File: config.mk
export PLATFORM = sky130hd
export DESIGN_NAME = ldst_useq
export DESIGN_NICKNAME = d
export VERILOG_FILES = /design/src/rtl/ldst_useq_pkg.sv /design/src/rtl/ldst_useq_rom.sv /design/src/rtl/ldst_useq_disp.sv /design/src/rtl/ldst_useq_stbdec.sv /design/src/rtl/ldst_useq.sv
export SDC_FILE = /design/constraint.sdc
export NUM_CORES = 1
export LEC_CHECK = 0
export BUFFER_PORTS_ARGS = -buffer_cell sky130_fd_sc_hd__buf_2
export CORE_MARGIN = 5
export CORE_UTILIZATION = 23
export CTS_BUF_LIST = sky130_fd_sc_hd__clkbuf_8
export CTS_CLUSTER_SIZE = 24
export DETAILED_ROUTE_END_ITERATION = 10
export PLACE_DENSITY_LB_ADDON = 0.2
export SETUP_SLACK_MARGIN = 0.5
export SYNTH_ARGS = -nofsm -noshare
export SYNTH_HDL_FRONTEND = slang
export SYNTH_SLANG_ARGS = --single-unit
File: constraint.sdc
create_clock -name clk -period 2.2 [get_ports clk]
set_input_delay 0.44 -clock clk [delete_from_list [all_inputs] [get_ports clk]]
set_output_delay 0.44 -clock clk [all_outputs]
set_load 0.03 [all_outputs]
File: src/rtl/ldst_useq_pkg.sv
package ldst_useq_pkg;

    localparam int UPC_W  = 4;
    localparam int NSTB   = 12;
    localparam int OP_W   = $clog2(NSTB);

    // entry points of the two routines
    localparam logic [UPC_W-1:0] A_FETCH = 4'd0;
    localparam logic [UPC_W-1:0] A_LOAD  = 4'd4;
    localparam logic [UPC_W-1:0] A_STORE = 4'd10;

    // strobe index == bit position on the strobe bus
    typedef enum logic [OP_W-1:0] {
        OP_IR_LATCH  = 4'd0,
        OP_DECODE    = 4'd1,
        OP_PC_ADD4   = 4'd2,
        OP_SWITCH    = 4'd3,
        OP_SRC_TO_A  = 4'd4,
        OP_IMM_ADD   = 4'd5,
        OP_ADDR_MAR  = 4'd6,
        OP_MEM_READ  = 4'd7,
        OP_LD_WDATA  = 4'd8,
        OP_RD_WRITE  = 4'd9,
        OP_RD_TO_MDR = 4'd10,
        OP_MEM_WRITE = 4'd11
    } uop_e;

    typedef enum logic [1:0] {
        SQ_STEP,
        SQ_DISPATCH,
        SQ_RETURN
    } seq_e;

    typedef struct packed {
        uop_e op;
        logic hold_mem;
        seq_e seq;
    } uword_t;

endpackage

File: src/rtl/ldst_useq_rom.sv
module ldst_useq_rom
    import ldst_useq_pkg::*;
(
    input  logic [UPC_W-1:0] addr_i,
    output uword_t           word_o
);

    always_comb begin
        word_o = '{op: OP_IR_LATCH, hold_mem: 1'b0, seq: SQ_RETURN};
        case (addr_i)
            // common prologue
            4'd0:  word_o = '{op: OP_IR_LATCH,  hold_mem: 1'b0, seq: SQ_STEP};
            4'd1:  word_o = '{op: OP_DECODE,    hold_mem: 1'b0, seq: SQ_STEP};
            4'd2:  word_o = '{op: OP_PC_ADD4,   hold_mem: 1'b0, seq: SQ_STEP};
            4'd3:  word_o = '{op: OP_SWITCH,    hold_mem: 1'b0, seq: SQ_DISPATCH};
            // load routine
            4'd4:  word_o = '{op: OP_SRC_TO_A,  hold_mem: 1'b0, seq: SQ_STEP};
            4'd5:  word_o = '{op: OP_IMM_ADD,   hold_mem: 1'b0, seq: SQ_STEP};
            4'd6:  word_o = '{op: OP_ADDR_MAR,  hold_mem: 1'b0, seq: SQ_STEP};
            4'd7:  word_o = '{op: OP_MEM_READ,  hold_mem: 1'b1, seq: SQ_STEP};
            4'd8:  word_o = '{op: OP_LD_WDATA,  hold_mem: 1'b0, seq: SQ_STEP};
            4'd9:  word_o = '{op: OP_RD_WRITE,  hold_mem: 1'b0, seq: SQ_RETURN};
            // store routine
            4'd10: word_o = '{op: OP_SRC_TO_A,  hold_mem: 1'b0, seq: SQ_STEP};
            4'd11: word_o = '{op: OP_IMM_ADD,   hold_mem: 1'b0, seq: SQ_STEP};
            4'd12: word_o = '{op: OP_ADDR_MAR,  hold_mem: 1'b0, seq: SQ_STEP};
            4'd13: word_o = '{op: OP_RD_TO_MDR, hold_mem: 1'b0, seq: SQ_STEP};
            4'd14: word_o = '{op: OP_MEM_WRITE, hold_mem: 1'b1, seq: SQ_RETURN};
            default: ;
        endcase
    end

endmodule

File: src/rtl/ldst_useq_disp.sv
module ldst_useq_disp
    import ldst_useq_pkg::*;
#(
    parameter int               OPC_W  = 5,
    parameter logic [OPC_W-1:0] LD_OPC = 5'd14,
    parameter logic [OPC_W-1:0] ST_OPC = 5'd15
) (
    input  logic [OPC_W-1:0] opc_i,
    output logic [UPC_W-1:0] target_o
);

    always_comb begin
        if (opc_i == LD_OPC)      target_o = A_LOAD;
        else if (opc_i == ST_OPC) target_o = A_STORE;
        else                      target_o = A_FETCH;
    end

endmodule

File: src/rtl/ldst_useq_stbdec.sv
module ldst_useq_stbdec
    import ldst_useq_pkg::*;
(
    input  uop_e            op_i,
    output logic [NSTB-1:0] stb_o
);

    for (genvar g = 0; g < NSTB; g++) begin : g_bit
        localparam logic [OP_W-1:0] CODE = g[OP_W-1:0];
        assign stb_o[g] = (op_i == uop_e'(CODE));
    end

endmodule

File: src/rtl/ldst_useq.sv
module ldst_useq
    import ldst_useq_pkg::*;
#(
    parameter int               INSTR_W = 32,
    parameter int               OPC_W   = 5,
    parameter int               OPC_LSB = 27,
    parameter logic [OPC_W-1:0] LD_OPC  = 5'd14,
    parameter logic [OPC_W-1:0] ST_OPC  = 5'd15
) (
    input  logic               clk,
    input  logic               rst,
    input  logic [INSTR_W-1:0] instr_in,
    input  logic               mem_ready,
    output logic [UPC_W-1:0]   upc_o,
    output logic [NSTB-1:0]    stb_o
);

    typedef struct packed {
        logic [UPC_W-1:0] upc;
        logic [OPC_W-1:0] opc;
    } state_t;

    state_t           s_d, s_q;
    uword_t           word;
    logic [UPC_W-1:0] disp_tgt;
    logic             may_go;

    ldst_useq_rom u_rom (
        .addr_i (s_q.upc),
        .word_o (word)
    );

    ldst_useq_disp #(
        .OPC_W  (OPC_W),
        .LD_OPC (LD_OPC),
        .ST_OPC (ST_OPC)
    ) u_disp (
        .opc_i    (s_q.opc),
        .target_o (disp_tgt)
    );

    ldst_useq_stbdec u_dec (
        .op_i  (word.op),
        .stb_o (stb_o)
    );

    always_comb begin
        s_d    = s_q;
        may_go = !word.hold_mem || mem_ready;
        if (word.op == OP_IR_LATCH) begin
            s_d.opc = instr_in[OPC_LSB +: OPC_W];
        end
        case (word.seq)
            SQ_STEP:     if (may_go) s_d.upc = s_q.upc + 1'b1;
            SQ_DISPATCH: s_d.upc = disp_tgt;
            SQ_RETURN:   if (may_go) s_d.upc = A_FETCH;
            default:     s_d.upc = A_FETCH;
        endcase
    end

    always_ff @(posedge clk) begin
        if (rst) begin
            s_q <= '0;
        end else begin
            s_q <= s_d;
        end
    end

    assign upc_o = s_q.upc;

    // ---------------- assertions ----------------
    p_reset_fetch_r1: assert property (@(posedge clk)
        rst |=> (upc_o == A_FETCH));

    p_prologue_r2: assert property (@(posedge clk) disable iff (rst)
        (upc_o == 4'd0) |=> (upc_o == 4'd1));

    p_disp_load_r3: assert property (@(posedge clk) disable iff (rst)
        (stb_o[OP_SWITCH] && s_q.opc == LD_OPC) |=> (upc_o == A_LOAD));

    p_store_no_wb_r5: assert property (@(posedge clk) disable iff (rst)
        (upc_o >= A_STORE) |-> !stb_o[OP_RD_WRITE]);

    p_other_return_r6: assert property (@(posedge clk) disable iff (rst)
        (stb_o[OP_SWITCH] && s_q.opc != LD_OPC && s_q.opc != ST_OPC)
        |=> (upc_o == A_FETCH));

    p_mem_stall_r7: assert property (@(posedge clk) disable iff (rst)
        ((stb_o[OP_MEM_READ] || stb_o[OP_MEM_WRITE]) && !mem_ready)
        |=> $stable(upc_o));

    p_one_strobe_r8: assert property (@(posedge clk) disable iff (rst)
        $countones(stb_o) == 1);

    p_no_stall_elsewhere_r10: assert property (@(posedge clk) disable iff (rst)
        (!stb_o[OP_MEM_READ] && !stb_o[OP_MEM_WRITE]) |=> !$stable(upc_o));

endmodule

==> results.toml <==
[global_routing]
grt_pass1_wl_mm = 4.202
antenna_found_initial = 0
grt_overflow = 0
grt_start_max_net_pins = 17
grt_pass1_vias = 930
track_usage = 0.1024

[setup_path]
arrival_ns = 2.03
crit_type = "reg -> out"
required_ns = 1.76
cp-endpoint = "stb_o[0]"
r2r_slack_ns = -0.17
worstReg2RegStart = "upc_o[1]"
regToRegEndpoint = "upc_o[1]"
startpoint_type = "flop"
r2r_cells = 13
worst_setup_path_end_kind = "output port"
worstPathMaxFanout = 4
startpoint = "upc_o[1]"

[placed_design]
post-place-ws_ns = -0.1982
dp_cells = 195
portBuffers = 23
placed_area_um2 = 1261
place_congestion = 0.7787
dp_hpwl_mm = 1.924

[route]
drt_iter0_drc = 12
num_vias = 948
firstDrtPassIters = 4
avgViaCountPerCell = 4.624
wl_per_cell_um = 12.59
ant_nets = 0
drc = 0
wirelength_mm = 2.580

[timing]
setup_ws_ns = -0.2735
setup_viol = 16
layout_min_cycle_time_ns = 2.474
maxSlewViolCount = 0
hold_ws_ns = 0.4675
worst_pin_slew_ns = 0.4852
finalCritPeriodShare = 1.124
maxSlewHeadroom = 0.6741
final-hold-violation-count = 0
clock_skew_ns = 0.001923
rsz0062_at_grt = "yes"
max_freq_mhz = 404.3

[synthesis]
syn-cell-area_um2 = 884.6
ys.flop_type = "dfxtp_1"
yosysWarnings = 0
syn-num-nets = 153
ys_seq_elements = 9
synth_edf_count = 0
syn_inst = 112
ys_async_sr_fraction = 0
yosysUniqueCellTypes = 36
ys_seq_area_frac = 0.2037
syn_area_per_cell_um2 = 7.898

[cts]
holdBufCountCts = 0
clock_latency_ns = 0.24
numCtsBuffers = 3
path_clk_slew_ns = 0.05
clock-sinks = 9
cts_tree = "yes"
htreeDepth = 1
clock-root-buffer = "clkbuf_8"
clockBufferDepth = 2

[floorplanning]
die_area_um2 = 5186
ioPinCount = 51
num_rows = 22
die_x_um = 72.02
start_util = 0.2398
die_h_um = 72.02
core_area_um2 = 3689

[final_layout]
diodes = 0
nNetsFinal = 199
multi_input_area_um2 = 848.3
drive_gt1_frac = 0.5924
final_cells = 205
fillCellCount = 385
final_common_cell = "buf_4"
seq_area_um2 = 187.7
design_area_um2 = 1584
syn2layout_area_growth_pct = 79.07
final_cell_mix = "22 x buf_4, 18 x buf_6, 12 x nand2b_1, 11 x buf_2, 9 x nor2_4"

[pwr]
power.density_nw_per_um2 = 1344
p_leak_nw = 0.6753
power.total_mw = 2.128
ir_worst_vdd_v = 0.0004797

[status]
violations = "negative setup slack"
status = "complete, but fails checks"

[run]
maxCapViolations = 0

[hold_path]
min_path_type = "in -> reg"
## where the power goes
| group | leakage [nW] | total (mW) | switching, mW | internal [mW] |
|---|---|---|---|---|
| Clock | 0.0269 | 0.193 | 0.0710 | 0.122 |
| Combinational | 0.573 | 1.62 | 0.856 | 0.767 |
| Sequential | 0.0754 | 0.312 | 0.0715 | 0.241 |
## worst min path at each step
stage,startpoint,to,slack (ns),cells after the start
floorplan,s_q[3],s_q[3],0.46,2
global placement,s_q[2],s_q[2],0.48,2
detailed placement,s_q[1],s_q[1],0.49,2
CTS,instr_in[30],s_q[3],0.47,3
global route,instr_in[30],s_q[3],0.48,3
finish,instr_in[27],s_q[0],0.47,3
## critical path: stages, from the launching register on
cell     delay, ns
dfxtp_4       0.38
inv_4         0.04
buf_4         0.14
buf_6         0.12
ha_2          0.21
nor3_4        0.23
o22ai_4       0.14
buf_4         0.17
nor3b_4       0.21
buf_6         0.16
## sequential cells by signal, indices dropped and copies added, names as in the netlist
register and count:
s_q 5, upc_o 4
## layer usage
| metal | up-vias | track usage | routed length (µm) |
|---|---|---|---|
| met4 | 0 | 0.06889 | 72 |
| met3 | 4 | 0.008310 | 76 |
| met5 | - | 0 | 0 |
| li1 | 480 | - | - |
| met2 | 17 | 0.1837 | 1353 |
| met1 | 447 | 0.1144 | 1078 |
## layout make-up
| type | instances | share of cell area |
|---|---|---|
| timing repair buffer | 51 | 0.2670 |
| inverter | 4 | 0.01264 |
| sequential | 9 | 0.1185 |
| multi-input combinational | 89 | 0.5355 |
| clock buffer | 3 | 0.02607 |
| clock inverter | 1 | 0.002370 |
| tap | 48 | 0.03791 |
## logic make-up (layout without fill, tap and decap cells)
kind of cell	count (synthesis)	in the layout	share of synthesized area
buffers and inverters	14	59	0.09618
DFF	9	9	0.2037
xor gates and xnor gates	1	1	0.009903
and+or+nand+nor	57	57	0.3579
adders and majority gates	6	6	0.08486
AOI/OAI and AO/OA	20	20	0.1909
muxes	5	5	0.05658
## what timing repair did
item	CTS	global route
pin swaps	10	3
endpoints found under the setup margin	21	21
setup buffers	5	1
gates cloned	0	0
gates resized for setup	54	7
## per-stage QoR
| step | util | setup TNS (ns) |
|---|---|---|
| finish | 0.4294 | -3.300 |
| global route | 0.4294 | -4.974 |
| detailed placement | 0.3419 | -1.913 |
| global placement | 0.3419 | -1.748 |
| CTS | 0.4193 | -3.603 |
| floorplan | - | -0.9056 |
## synthesized netlist by cell type (2+ instances only)
cell type | n | share of area
inv_1 | 4 | 0.017
nor3_1 | 4 | 0.023
mux2i_1 | 5 | 0.057
nor2_1 | 17 | 0.072
o211ai_1 | 2 | 0.017
nand2b_1 | 14 | 0.099
buf_6 | 2 | 0.025
buf_2 | 2 | 0.011
o32ai_1 | 2 | 0.020
nand4_1 | 2 | 0.014
nor2b_1 | 3 | 0.021
ha_1 | 6 | 0.085
nand2_1 | 9 | 0.038
clkbuf_1 | 2 | 0.0085
o31ai_1 | 3 | 0.025
dfxtp_1 | 9 | 0.20
buf_4 | 4 | 0.034
a31oi_1 | 2 | 0.014
a21oi_1 | 3 | 0.017
Note: power is estimated with default switching activity, not from simulation.
